`src/rtl/burst_pkg.sv`:
```
package burst_pkg;
  typedef enum logic {
    ORDER_LINEAR      = 1'b0,
    ORDER_INTERLEAVED = 1'b1
  } burst_order_e;
endpackage

```
`src/rtl/burst_beat_ctr.sv`:
```
module burst_beat_ctr #(
  parameter int BEAT_W = 2
) (
  input  logic              clk,
  input  logic              rst,
  input  logic              clr,
  input  logic              step,
  output logic [BEAT_W-1:0] idx_next
);
  logic [BEAT_W-1:0] idx_q;

  assign idx_next = idx_q + BEAT_W'(1);

  always_ff @(posedge clk) begin
    if (rst || clr) begin
      idx_q <= '0;
    end else if (step) begin
      idx_q <= idx_next;
    end
  end
endmodule

```
`src/rtl/burst_order_map.sv`:
```
module burst_order_map
  import burst_pkg::*;
#(
  parameter int BEAT_W = 2
) (
  input  logic [BEAT_W-1:0] start_lo,
  input  logic [BEAT_W-1:0] beat,
  input  burst_order_e      order,
  output logic [BEAT_W-1:0] addr_lo
);
  logic [BEAT_W-1:0] xor_lo;
  logic [BEAT_W-1:0] add_lo;

  for (genvar b = 0; b < BEAT_W; b++) begin : g_xor
    assign xor_lo[b] = start_lo[b] ^ beat[b];
  end

  assign add_lo  = start_lo + beat;
  assign addr_lo = (order == ORDER_INTERLEAVED) ? xor_lo : add_lo;
endmodule

```
`src/rtl/burst_addr_reg.sv`:
```
module burst_addr_reg
  import burst_pkg::*;
#(
  parameter int ADDR_W = 18,
  parameter int BEAT_W = 2
) (
  input  logic              clk,
  input  logic              rst,
  input  logic              load,
  input  logic              step,
  input  logic [ADDR_W-1:0] ext_addr,
  input  logic              sel_in,
  input  logic [BEAT_W-1:0] next_lo,
  output logic [BEAT_W-1:0] start_q,
  output burst_order_e      order_q,
  output logic [ADDR_W-1:0] addr_q
);
  always_ff @(posedge clk) begin
    if (rst) begin
      addr_q  <= '0;
      start_q <= '0;
      order_q <= ORDER_INTERLEAVED;
    end else if (load) begin
      addr_q  <= ext_addr;
      start_q <= ext_addr[BEAT_W-1:0];
      order_q <= burst_order_e'(sel_in);
    end else if (step) begin
      addr_q[BEAT_W-1:0] <= next_lo;
    end
  end
endmodule

```
`src/rtl/burst_addr_gen.sv`:
```
module burst_addr_gen
  import burst_pkg::*;
#(
  parameter int ADDR_W = 18,
  parameter int BEAT_W = 2
) (
  input  logic              clk,
  input  logic              rst,
  input  logic              hold,
  input  logic              advance,
  input  logic [ADDR_W-1:0] ext_addr,
  input  logic              interleave_sel,
  output logic [ADDR_W-1:0] cur_addr
);
  logic              do_load;
  logic              do_step;
  logic [BEAT_W-1:0] beat_nx;
  logic [BEAT_W-1:0] start_q;
  logic [BEAT_W-1:0] next_lo;
  burst_order_e      order_q;

  assign do_load = !hold && !advance;
  assign do_step = !hold && advance;

  burst_beat_ctr #(.BEAT_W(BEAT_W)) beat_i (
    .clk      (clk),
    .rst      (rst),
    .clr      (do_load),
    .step     (do_step),
    .idx_next (beat_nx)
  );

  burst_order_map #(.BEAT_W(BEAT_W)) map_i (
    .start_lo (start_q),
    .beat     (beat_nx),
    .order    (order_q),
    .addr_lo  (next_lo)
  );

  burst_addr_reg #(.ADDR_W(ADDR_W), .BEAT_W(BEAT_W)) reg_i (
    .clk      (clk),
    .rst      (rst),
    .load     (do_load),
    .step     (do_step),
    .ext_addr (ext_addr),
    .sel_in   (interleave_sel),
    .next_lo  (next_lo),
    .start_q  (start_q),
    .order_q  (order_q),
    .addr_q   (cur_addr)
  );
endmodule

```
`config.mk`:
```
export PLATFORM = sky130hd
export DESIGN_NAME = burst_addr_gen
export DESIGN_NICKNAME = d
export VERILOG_FILES = /design/src/rtl/burst_pkg.sv /design/src/rtl/burst_beat_ctr.sv /design/src/rtl/burst_order_map.sv /design/src/rtl/burst_addr_reg.sv /design/src/rtl/burst_addr_gen.sv
export SDC_FILE = /design/constraint.sdc
export NUM_CORES = 1
export LEC_CHECK = 0
export BUFFER_PORTS_ARGS = -buffer_cell sky130_fd_sc_hd__buf_2
export CAP_MARGIN = 20
export CORE_ASPECT_RATIO = 0.9
export CORE_MARGIN = 2
export CORE_UTILIZATION = 45
export DETAILED_ROUTE_END_ITERATION = 16
export GPL_ROUTABILITY_DRIVEN = 0
export PLACE_DENSITY = 0.86
export SLEW_MARGIN = 20
export SYNTH_ARGS = -nofsm -noshare
export SYNTH_HDL_FRONTEND = slang
export SYNTH_SLANG_ARGS = --single-unit
```
`constraint.sdc`:
```
create_clock -name clk -period 1.7 [get_ports clk]
set_input_delay 0.255 -clock clk [delete_from_list [all_inputs] [get_ports clk]]
set_output_delay 0.255 -clock clk [all_outputs]
set_load 0.01 [all_outputs]
```
==> flow_metrics.py, run 1 <==
metrics = {
    "worst_setup_path": {
        "rr_startpoint": "beat_i.idx_q[0]",
        "worst-path-max-fanout": 4,
        "reg2reg_to": "reg_i.addr_q[1]",
        "crit_path_start_kind": "register",
        "cp.required_ns": 1.94,
        "arrival_ns": 1.58,
        "critical-path-slowest-cell": "dfxtp_1",
        "path_cells": "inv_1, ha_1, nor2b_1, xnor3_1, o21ai_0",
        "rr_worst_depth": 5,
        "r2r_slack_ns": 0.35,
        "max_stage_delay_ns": 0.39,
        "cp.depth": 5,
        "cp_num_buf_inv": 1,
        "crit_path_end_kind": "register",
        "path_class": "reg2reg",
        "path_delay_family": "flip-flops",
    },
    "layout": {
        "regArea_um2": 460.4,
        "fillers": 220,
        "drive_above_1_share": 0.4422,
        "multi_input_area_um2": 456.7,
        "n_antenna_cell": 0,
        "nets": 172,
        "areaGrowthSynthToFinish_pct": 21.56,
        "post-route-util": 0.5619,
    },
    "die": {
        "ioPinCount": 41,
        "die_w_um": 53.22,
        "rows": 16,
        "dieHeight_um": 48.30,
        "die-area_um2": 2570,
        "start_util": 0.4623,
        "core_um2": 2122,
    },
    "power": {
        "p_per_area_nw_per_um2": 815.0,
        "power.leakage_nw": 0.5352,
        "vdd_drop_max_mv": 0.6193,
        "power.switching_uw": 248.9,
        "seqPwrFrac": 0.598,
        "clkPwrFrac": 0.251,
        "power.internal_uw": 722.9,
        "p_sw_frac": 0.2561,
        "p_comb_frac": 0.151,
    },
    "logic_synthesis": {
        "netlist.area_leader.share": 0.4694,
        "synth_area_per_cell_um2": 9.083,
        "netlist_area_um2": 980.9,
        "ys_seq_area_frac": 0.4694,
        "ys_ff_latch": 23,
        "synth_area_leaders": "dfxtp_1 47%, nand2_1 11%, a21oi_2 8.0%, nand2_2 6.4%, a21oi_1 5.1%",
        "yosysUniqueCellTypes": 24,
        "ys.flop_type": "dfxtp_1",
        "synth_common_cells": "29 x nand2_1, 23 x dfxtp_1, 10 x a21oi_1, 10 x nand2_2, 9 x a21oi_2",
        "yosys_warnings": 0,
        "syn_nets": 132,
        "async_flop_share": 0,
        "synth_area_leader_cell": "dfxtp_1",
        "synth-edff-count": 0,
        "yosysMostFrequentCell": "nand2_1",
        "syn_inst": 108,
    },
    "drt": {
        "drc": 0,
        "wire_per_inst_um": 11.39,
        "drtIter0Drc": 13,
        "drt-total-wl_mm": 1.982,
        "vias": 833,
        "firstDrtPassIters": 4,
        "ant_nets": 0,
        "viasPerCell": 4.787,
    },
    "clock_tree": {
        "ctsHoldBuffers": 0,
        "cts_tree": "done",
        "cts_buffers": 3,
        "htreeDepth": 1,
        "insertion_delay_ns": 0.30,
        "ctsResizeCount": 0,
        "cts_setup_buffers": 0,
        "clk_pin_slew_ns": 0.12,
        "cts_buffer_depth": 2,
        "cts_root_buf": "clkbuf_4",
        "cts_sinks": 23,
    },
    "grt": {
        "grt_pass1_vias": 680,
        "grt_pass1_wl_mm": 2.884,
        "grt_overflow": 0,
        "grt_use_total": 0.1577,
        "grt_max_degree": 20,
        "antenna_found_initial": 0,
    },
    "sta": {
        "tightest_slew_ns": 0.8285,
        "setup_violations": 0,
        "layout_setup_ws_ns": 0.3508,
        "rsz0062_at_grt": "false",
        "finalHoldViolCount": 0,
        "maxSlewHeadroom": 0.4476,
        "tns_ns": 0,
        "period_minus_slack_ns": 1.349,
        "fmax_ghz": 0.7412,
        "hold_ws_ns": 0.1543,
        "maxSlewViolCount": 0,
        "post-route-period-util": 0.7936,
        "skew_ns": 0.002360,
    },
    "status": {
        "status": "complete, no violations",
    },
    "worst_hold_path": {
        "hold_path.startpoint": "interleave_sel",
        "hold_path.class": "in2reg",
        "min_path_cells": 3,
        "whs_endpoint": "reg_i.order_q",
    },
    "job": {
        "maxCapViolCount": 0,
    },
    "place": {
        "io_buffer_count": 40,
        "pre_cts_ws_ns": 0.2090,
        "hpwlAfterDp_mm": 1.448,
    },
}
-- routing by layer --
layer,GRT usage,vias to the layer above,wire [um]
met5,0,-,0
met4,0.06154,0,0
met3,0.02761,0,150
met2,0.2790,31,926
met1,0.1947,376,904
li1,-,426,-
-- power by group through the flow --
stage	combinational [mW]	sequential, mW	clock (mW)
2_1_floorplan	0.0855	0.602	0
3_5_place_dp	0.147	0.593	0
6_report	0.147	0.581	0.244
5_1_grt	0.163	0.585	0.279
4_1_cts	0.148	0.581	0.257
3_3_place_gp	0.143	0.593	0
-- cell usage in the layout, fill, tap and decap left out --
cell type / count
a21oi_1: 10
a21oi_2: 9
a31oi_1: 1
buf_2: 40
buf_4: 1
clkbuf_1: 1
clkbuf_4: 3
dfxtp_1: 23
ha_1: 1
inv_1: 2
mux2_2: 1
mux2i_1: 2
nand2_1: 29
nand2_2: 10
nand3_1: 1
nand3b_1: 1
nor2_1: 2
nor2_4: 1
nor2b_1: 3
nor4b_1: 1
o21ai_0: 2
or2_1: 1
xnor3_1: 1
xor2_1: 1
-- registers in the layout (all words and copies together) (netlist names) --
register,flops
reg_i.addr_q,18
beat_i.idx_q,2
reg_i.start_q,2
reg_i.order_q,1
-- logic make-up after synthesis --
kind of cell               share of synthesized area
and+or+nand+nor                               0.2411
DFF                                           0.4694
AOI/OAI and AO/OA                             0.1480
buffers and inverters                        0.06505
muxes                                        0.03189
xor gates and xnor gates                     0.03189
adders and majority gates                    0.01275
-- worst reg2reg max path, delay by kind of cell (launching register included) --
family	cells	cell delay, ns
compound gates	1	0.16
xor+xnor	1	0.31
fa+ha+maj	1	0.19
buf+inv	1	0.09
flops	1	0.39
simple gates	1	0.14
-- stage by stage --
step	instance area [um2]	std cells	total power [mW]
3_5_place_dp	1166	170	0.7404
3_3_place_gp	1166	170	0.7356
4_1_cts	1192	174	0.9870
2_1_floorplan	980.9	108	0.6877
5_1_grt	1192	174	1.027
6_report	1192	174	0.9718
-- how the worst max path moves through the flow --
stage | start | to | slack (ns)
floorplan | beat_i.idx_q[0] | reg_i.addr_q[1] | 0.47
global placement | hold | reg_i.start_q[0] | 0.29
detailed placement | hold | reg_i.start_q[1] | 0.21
CTS | beat_i.idx_q[0] | reg_i.addr_q[1] | 0.35
global route | beat_i.idx_q[0] | reg_i.addr_q[1] | 0.28
finish | beat_i.idx_q[0] | reg_i.addr_q[1] | 0.35
-- final cells by class --
type / count / share of cell area
clock buffer: 4 / 0.02204
inverter: 2 / 0.006296
multi-input combinational: 77 / 0.3830
sequential: 23 / 0.3862
tap: 27 / 0.02833
timing repair buffer: 41 / 0.1742
No activity file was read; power rests on OpenSTA's default activity.
==> run 2: changes to the inputs <==
==> constraint.sdc (replaced) <==
create_clock -name clk -period 1.4 [get_ports clk]
set_input_delay 0.21 -clock clk [delete_from_list [all_inputs] [get_ports clk]]
set_output_delay 0.21 -clock clk [all_outputs]
set_load 0.01 [all_outputs]
==> flow_metrics.py, run 2 (synthesized netlist as in run 1, its figures left out) <==
metrics = {
    "grt": {
        "grt.met1_usage": 0.1943,
        "grt_max_degree": 20,
        "grtUsageMet3": 0.02761,
        "grt_pass1_wl_mm": 2.911,
        "grt_pass1_vias": 679,
        "grt_util_met2": 0.2914,
        "antenna_found_initial": 0,
        "grt-busiest-layer": "met2",
        "grt_use_total": 0.1569,
        "grt_overflow": 0,
    },
    "sta": {
        "maxSlewHeadroom": 0.7246,
        "maxSlewViolCount": 0,
        "period_minus_slack_ns": 1.318,
        "finalHoldViolCount": 0,
        "fmax_ghz": 0.7589,
        "skew_ns": 0.0009499,
        "tightest_slew_ns": 0.4121,
        "post-route-period-util": 0.9412,
        "setup_violations": 0,
        "rsz0062_at_grt": "false",
        "tns_ns": 0,
    },
    "clock_tree": {
        "clk_pin_slew_ns": 0.12,
        "insertion_delay_ns": 0.29,
        "cts_buffer_depth": 2,
        "cts_root_buf": "clkbuf_4",
        "cts_sinks": 23,
        "cts_buffers": 3,
        "htreeDepth": 1,
        "cts_tree": "done",
    },
    "worst_setup_path": {
        "crit_path_end_kind": "register",
        "path_class": "reg2reg",
        "crit_path_start_kind": "register",
        "rr_startpoint": "beat_i.idx_q[0]",
        "rr_worst_depth": 5,
        "cp.required_ns": 1.63,
        "r2r_slack_ns": 0.08,
        "reg2reg_to": "reg_i.addr_q[1]",
        "worst-path-max-fanout": 4,
        "arrival_ns": 1.55,
    },
    "drt": {
        "viasPerCell": 4.800,
        "drtIter0Drc": 15,
        "drc": 0,
        "ant_nets": 0,
        "firstDrtPassIters": 4,
        "drt-total-wl_mm": 1.974,
        "wire_per_inst_um": 11.28,
        "vias": 840,
    },
    "die": {
        "die_w_um": 53.22,
        "rows": 16,
        "dieHeight_um": 48.30,
        "core_um2": 2122,
        "ioPinCount": 41,
        "start_util": 0.4623,
        "die-area_um2": 2570,
    },
    "worst_hold_path": {
        "hold_path.class": "in2reg",
        "hold_path.startpoint": "interleave_sel",
        "whs_endpoint": "reg_i.order_q",
        "min_path_cells": 3,
    },
    "layout": {
        "n_antenna_cell": 0,
        "finalNonFillerCells": 175,
        "largest-register": "reg_i.addr_q",
        "design_area_um2": 1202,
        "reg_top3": "reg_i.addr_q (18), beat_i.idx_q (2), reg_i.start_q (2)",
        "final_common_cell": "buf_2",
        "layout_common_cells": "40 x buf_2, 29 x nand2_1, 22 x dfxtp_1",
        "drive_above_1_share": 0.4595,
        "nets": 173,
        "areaGrowthSynthToFinish_pct": 22.58,
        "largest_reg_flops": 18,
    },
    "status": {
        "status": "complete, no violations",
    },
    "power": {
        "p_per_area_nw_per_um2": 977.0,
        "power.leakage_nw": 0.5428,
        "vdd_drop_max_mv": 0.5265,
    },
    "place": {
        "hpwlAfterDp_mm": 1.468,
        "io_buffer_count": 40,
        "dp.cells": 171,
        "dpl_cell_area_um2": 1174,
    },
    "job": {
        "maxCapViolCount": 0,
    },
}
## run 2: how the worst max path moves through the flow
| stage | from | cells after the start | to |
|---|---|---|---|
| floorplan | beat_i.idx_q[0] | 5 | reg_i.addr_q[1] |
| global placement | beat_i.idx_q[0] | 5 | reg_i.addr_q[1] |
| detailed placement | beat_i.idx_q[0] | 5 | reg_i.addr_q[1] |
| CTS | beat_i.idx_q[0] | 5 | reg_i.addr_q[1] |
| global route | beat_i.idx_q[0] | 5 | reg_i.addr_q[1] |
| finish | beat_i.idx_q[0] | 5 | reg_i.addr_q[1] |
## run 2: worst max-delay path: stages, from the launching register on
cell and delay (ns):
dfxtp_2 0.37, inv_1 0.07, ha_1 0.20, nor2b_1 0.14, xnor3_1 0.32, o21ai_0 0.16
## run 2: final cells by class
type	instances	area, um2
clock inverter	1	5.005
inverter	2	7.507
tap	27	33.78
sequential	23	461.7
timing repair buffer	42	215.2
fill	210	919.6
clock buffer	3	22.52
multi-input combinational	77	456.7
## run 2: what timing repair did
item,CTS,global route
setup buffers,0,0
setup endpoints to repair,0,2
resized for setup,0,1
hold buffers,0,0
## run 2: metal layers
| metal | up-vias | routed length [um] |
|---|---|---|
| met5 | - | 0 |
| li1 | 429 | - |
| met3 | 0 | 207 |
| met2 | 44 | 906 |
| met1 | 367 | 859 |
| met4 | 0 | 0 |
## run 2: where the power goes
group          total, mW  internal (mW)  switching (mW)
combinational      0.180         0.0819          0.0977
sequential         0.707          0.687          0.0197
clock              0.288          0.106           0.182
total               1.17          0.875           0.299
## run 2: stage by stage
step                      hold slack (ns)  power, mW  utilization  worst slack [ns]
after detailed placement           0.4260     0.9029       0.5531           0.05687
after global placement             0.4221     0.8939       0.5531            0.1489
after global routing              0.09825      1.243       0.5666          0.007151
final                              0.1112      1.175       0.5666           0.08231
after floorplan                    0.2791     0.8351            -            0.1712
after CTS                          0.1072      1.196       0.5660           0.02660
==> run 3: changes to the inputs <==
--- a/config.mk
+++ b/config.mk
@@ -5,14 +5,15 @@
 export SDC_FILE = /design/constraint.sdc
 export NUM_CORES = 1
 export LEC_CHECK = 0
+export ABC_CLOCK_PERIOD_IN_PS = 1400
 export BUFFER_PORTS_ARGS = -buffer_cell sky130_fd_sc_hd__buf_2
 export CAP_MARGIN = 20
 export CORE_ASPECT_RATIO = 0.9
-export CORE_MARGIN = 2
-export CORE_UTILIZATION = 45
+export CORE_MARGIN = 3
+export CORE_UTILIZATION = 46
 export DETAILED_ROUTE_END_ITERATION = 16
 export GPL_ROUTABILITY_DRIVEN = 0
-export PLACE_DENSITY = 0.86
+export PLACE_DENSITY = 0.87
 export SLEW_MARGIN = 20
 export SYNTH_ARGS = -nofsm -noshare
 export SYNTH_HDL_FRONTEND = slang
==> flow_metrics.py, run 3 (synthesized netlist as in run 1, its figures left out) <==
metrics = {
    "grt": {
        "grt-busiest-layer": "met2",
        "grt.met1_usage": 0.2170,
        "grt_pass1_wl_mm": 3.677,
        "grt_use_total": 0.1798,
        "grtUsageMet3": 0.03625,
        "grt_overflow": 0,
        "grt_pass1_vias": 873,
        "antenna_found_initial": 0,
        "grt_util_met2": 0.3051,
        "grt_max_degree": 20,
    },
    "layout": {
        "reg_top3": "reg_i.addr_q (18), beat_i.idx_q (2), reg_i.start_q (2)",
        "final_common_cell": "buf_2",
        "largest_reg_flops": 18,
        "largest-register": "reg_i.addr_q",
        "drive_above_1_share": 0.4564,
        "nets": 174,
        "areaGrowthSynthToFinish_pct": 22.96,
        "fillers": 185,
        "layout_common_cells": "40 x buf_2, 29 x nand2_1, 22 x dfxtp_1",
        "n_antenna_cell": 0,
    },
    "place": {
        "io_buffer_count": 40,
        "hpwlAfterDp_mm": 1.626,
    },
    "status": {
        "status": "complete, no violations",
    },
    "sta": {
        "skew_ns": 0.003740,
        "tightest_slew_ns": 0.4242,
        "period_minus_slack_ns": 1.294,
        "setup_violations": 0,
        "maxSlewHeadroom": 0.7165,
        "finalHoldViolCount": 0,
        "hold_ws_ns": 0.1403,
        "rsz0062_at_grt": "false",
        "tns_ns": 0,
        "maxSlewViolCount": 0,
        "post-route-period-util": 0.9246,
        "fmax_ghz": 0.7726,
    },
    "clock_tree": {
        "cts_setup_buffers": 0,
        "cts_buffers": 3,
        "cts_sinks": 23,
        "clk_pin_slew_ns": 0.12,
        "cts_buffer_depth": 2,
        "cts_tree": "done",
        "cts_root_buf": "clkbuf_4",
        "htreeDepth": 1,
        "insertion_delay_ns": 0.30,
    },
    "power": {
        "vdd_drop_max_mv": 0.5082,
        "power.leakage_nw": 0.5446,
        "p_per_area_nw_per_um2": 979.9,
    },
    "worst_setup_path": {
        "path_cells": "inv_1, ha_1, mux2_2, mux2i_1, nor2_1",
        "rr_startpoint": "beat_i.idx_q[0]",
        "cp_num_buf_inv": 1,
        "crit_path_end_kind": "register",
        "r2r_slack_ns": 0.11,
        "path_class": "reg2reg",
        "rr_worst_depth": 5,
        "worst-path-max-fanout": 4,
        "arrival_ns": 1.49,
        "critical-path-slowest-cell": "dfxtp_2",
        "crit_path_start_kind": "register",
        "cp.required_ns": 1.60,
        "path_delay_family": "multiplexers",
        "max_stage_delay_ns": 0.37,
        "reg2reg_to": "reg_i.addr_q[0]",
    },
    "die": {
        "die_w_um": 54.68,
        "core_um2": 1971,
        "rows": 15,
        "ioPinCount": 41,
        "dieHeight_um": 49.81,
        "die-area_um2": 2723,
        "start_util": 0.4978,
    },
    "worst_hold_path": {
        "min_path_cells": 3,
        "whs_endpoint": "reg_i.addr_q[3]",
        "hold_path.startpoint": "ext_addr[3]",
        "hold_path.class": "in2reg",
    },
    "drt": {
        "drt-total-wl_mm": 2.095,
        "drc": 0,
        "ant_nets": 0,
        "viasPerCell": 4.943,
        "wire_per_inst_um": 12.04,
        "firstDrtPassIters": 4,
        "drtIter0Drc": 10,
        "vias": 860,
    },
    "job": {
        "maxCapViolCount": 0,
    },
}
run 3: changes by cell type in the layout (fill, tap and decap cells not counted):
| cell | before | now |
|---|---|---|
| buf_4 | 2 | 3 |
| clkbuf_1 | 0 | 1 |
| clkinv_2 | 1 | 0 |
run 3: cell type report:
class / count / area [um2] / share of cell area
timing repair buffer: 43 / 222.7 / 0.1846
multi-input combinational: 77 / 456.7 / 0.3786
clock buffer: 4 / 26.28 / 0.02178
inverter: 2 / 7.507 / 0.006224
tap: 25 / 31.28 / 0.02593
sequential: 23 / 461.7 / 0.3828
run 3: how the worst max path moves through the flow:
| stage | start | to | slack, ns | cells after the start |
|---|---|---|---|---|
| 3_3_place_gp | beat_i.idx_q[0] | reg_i.addr_q[1] | 0.14 | 5 |
| 5_1_grt | beat_i.idx_q[0] | reg_i.addr_q[0] | 0.04 | 5 |
| 2_1_floorplan | beat_i.idx_q[0] | reg_i.addr_q[1] | 0.17 | 5 |
| 4_1_cts | beat_i.idx_q[0] | reg_i.addr_q[1] | 0.04 | 5 |
| 3_5_place_dp | beat_i.idx_q[0] | reg_i.addr_q[1] | 0.07 | 5 |
| 6_report | beat_i.idx_q[0] | reg_i.addr_q[0] | 0.11 | 5 |
run 3: report_power, final:
group	internal, mW	switching [mW]	leakage, nW	total (mW)
combinational	0.0839	0.100	0.341	0.184
sequential	0.687	0.0191	0.189	0.706
clock	0.111	0.181	0.0150	0.292
total	0.882	0.300	0.545	1.18
run 3: repair_timing:
action / 4_1_cts / 5_1_grt
setup endpoints to repair: 0 / 2
hold endpoints to repair: 0 / 0
resized for setup: 0 / 1
hold buffers: 0 / 0
run 3: routing by layer:
layer / wire [um] / vias to the layer above
li1: - / 432
met3: 149 / 2
met5: 0 / -
met2: 1065 / 30
met4: 16 / 0
met1: 863 / 396
run 3: stage by stage:
stage / worst slack [ns] / std cells / util / instance area, um2 / power, mW
2_1_floorplan: 0.1712 / 108 / - / 980.9 / 0.8351
3_3_place_gp: 0.1375 / 170 / 0.5981 / 1179 / 0.8965
3_5_place_dp: 0.06598 / 170 / 0.5981 / 1179 / 0.9060
4_1_cts: 0.03837 / 174 / 0.6114 / 1205 / 1.194
5_1_grt: 0.03862 / 174 / 0.6121 / 1206 / 1.245
6_report: 0.1056 / 174 / 0.6121 / 1206 / 1.182
run 3: worst register-to-register path, stage by stage, from the launching register on:
cell and delay (ns):
dfxtp_2 0.37, inv_1 0.07, ha_1 0.30, mux2_2 0.27
mux2i_1 0.13, nor2_1 0.06
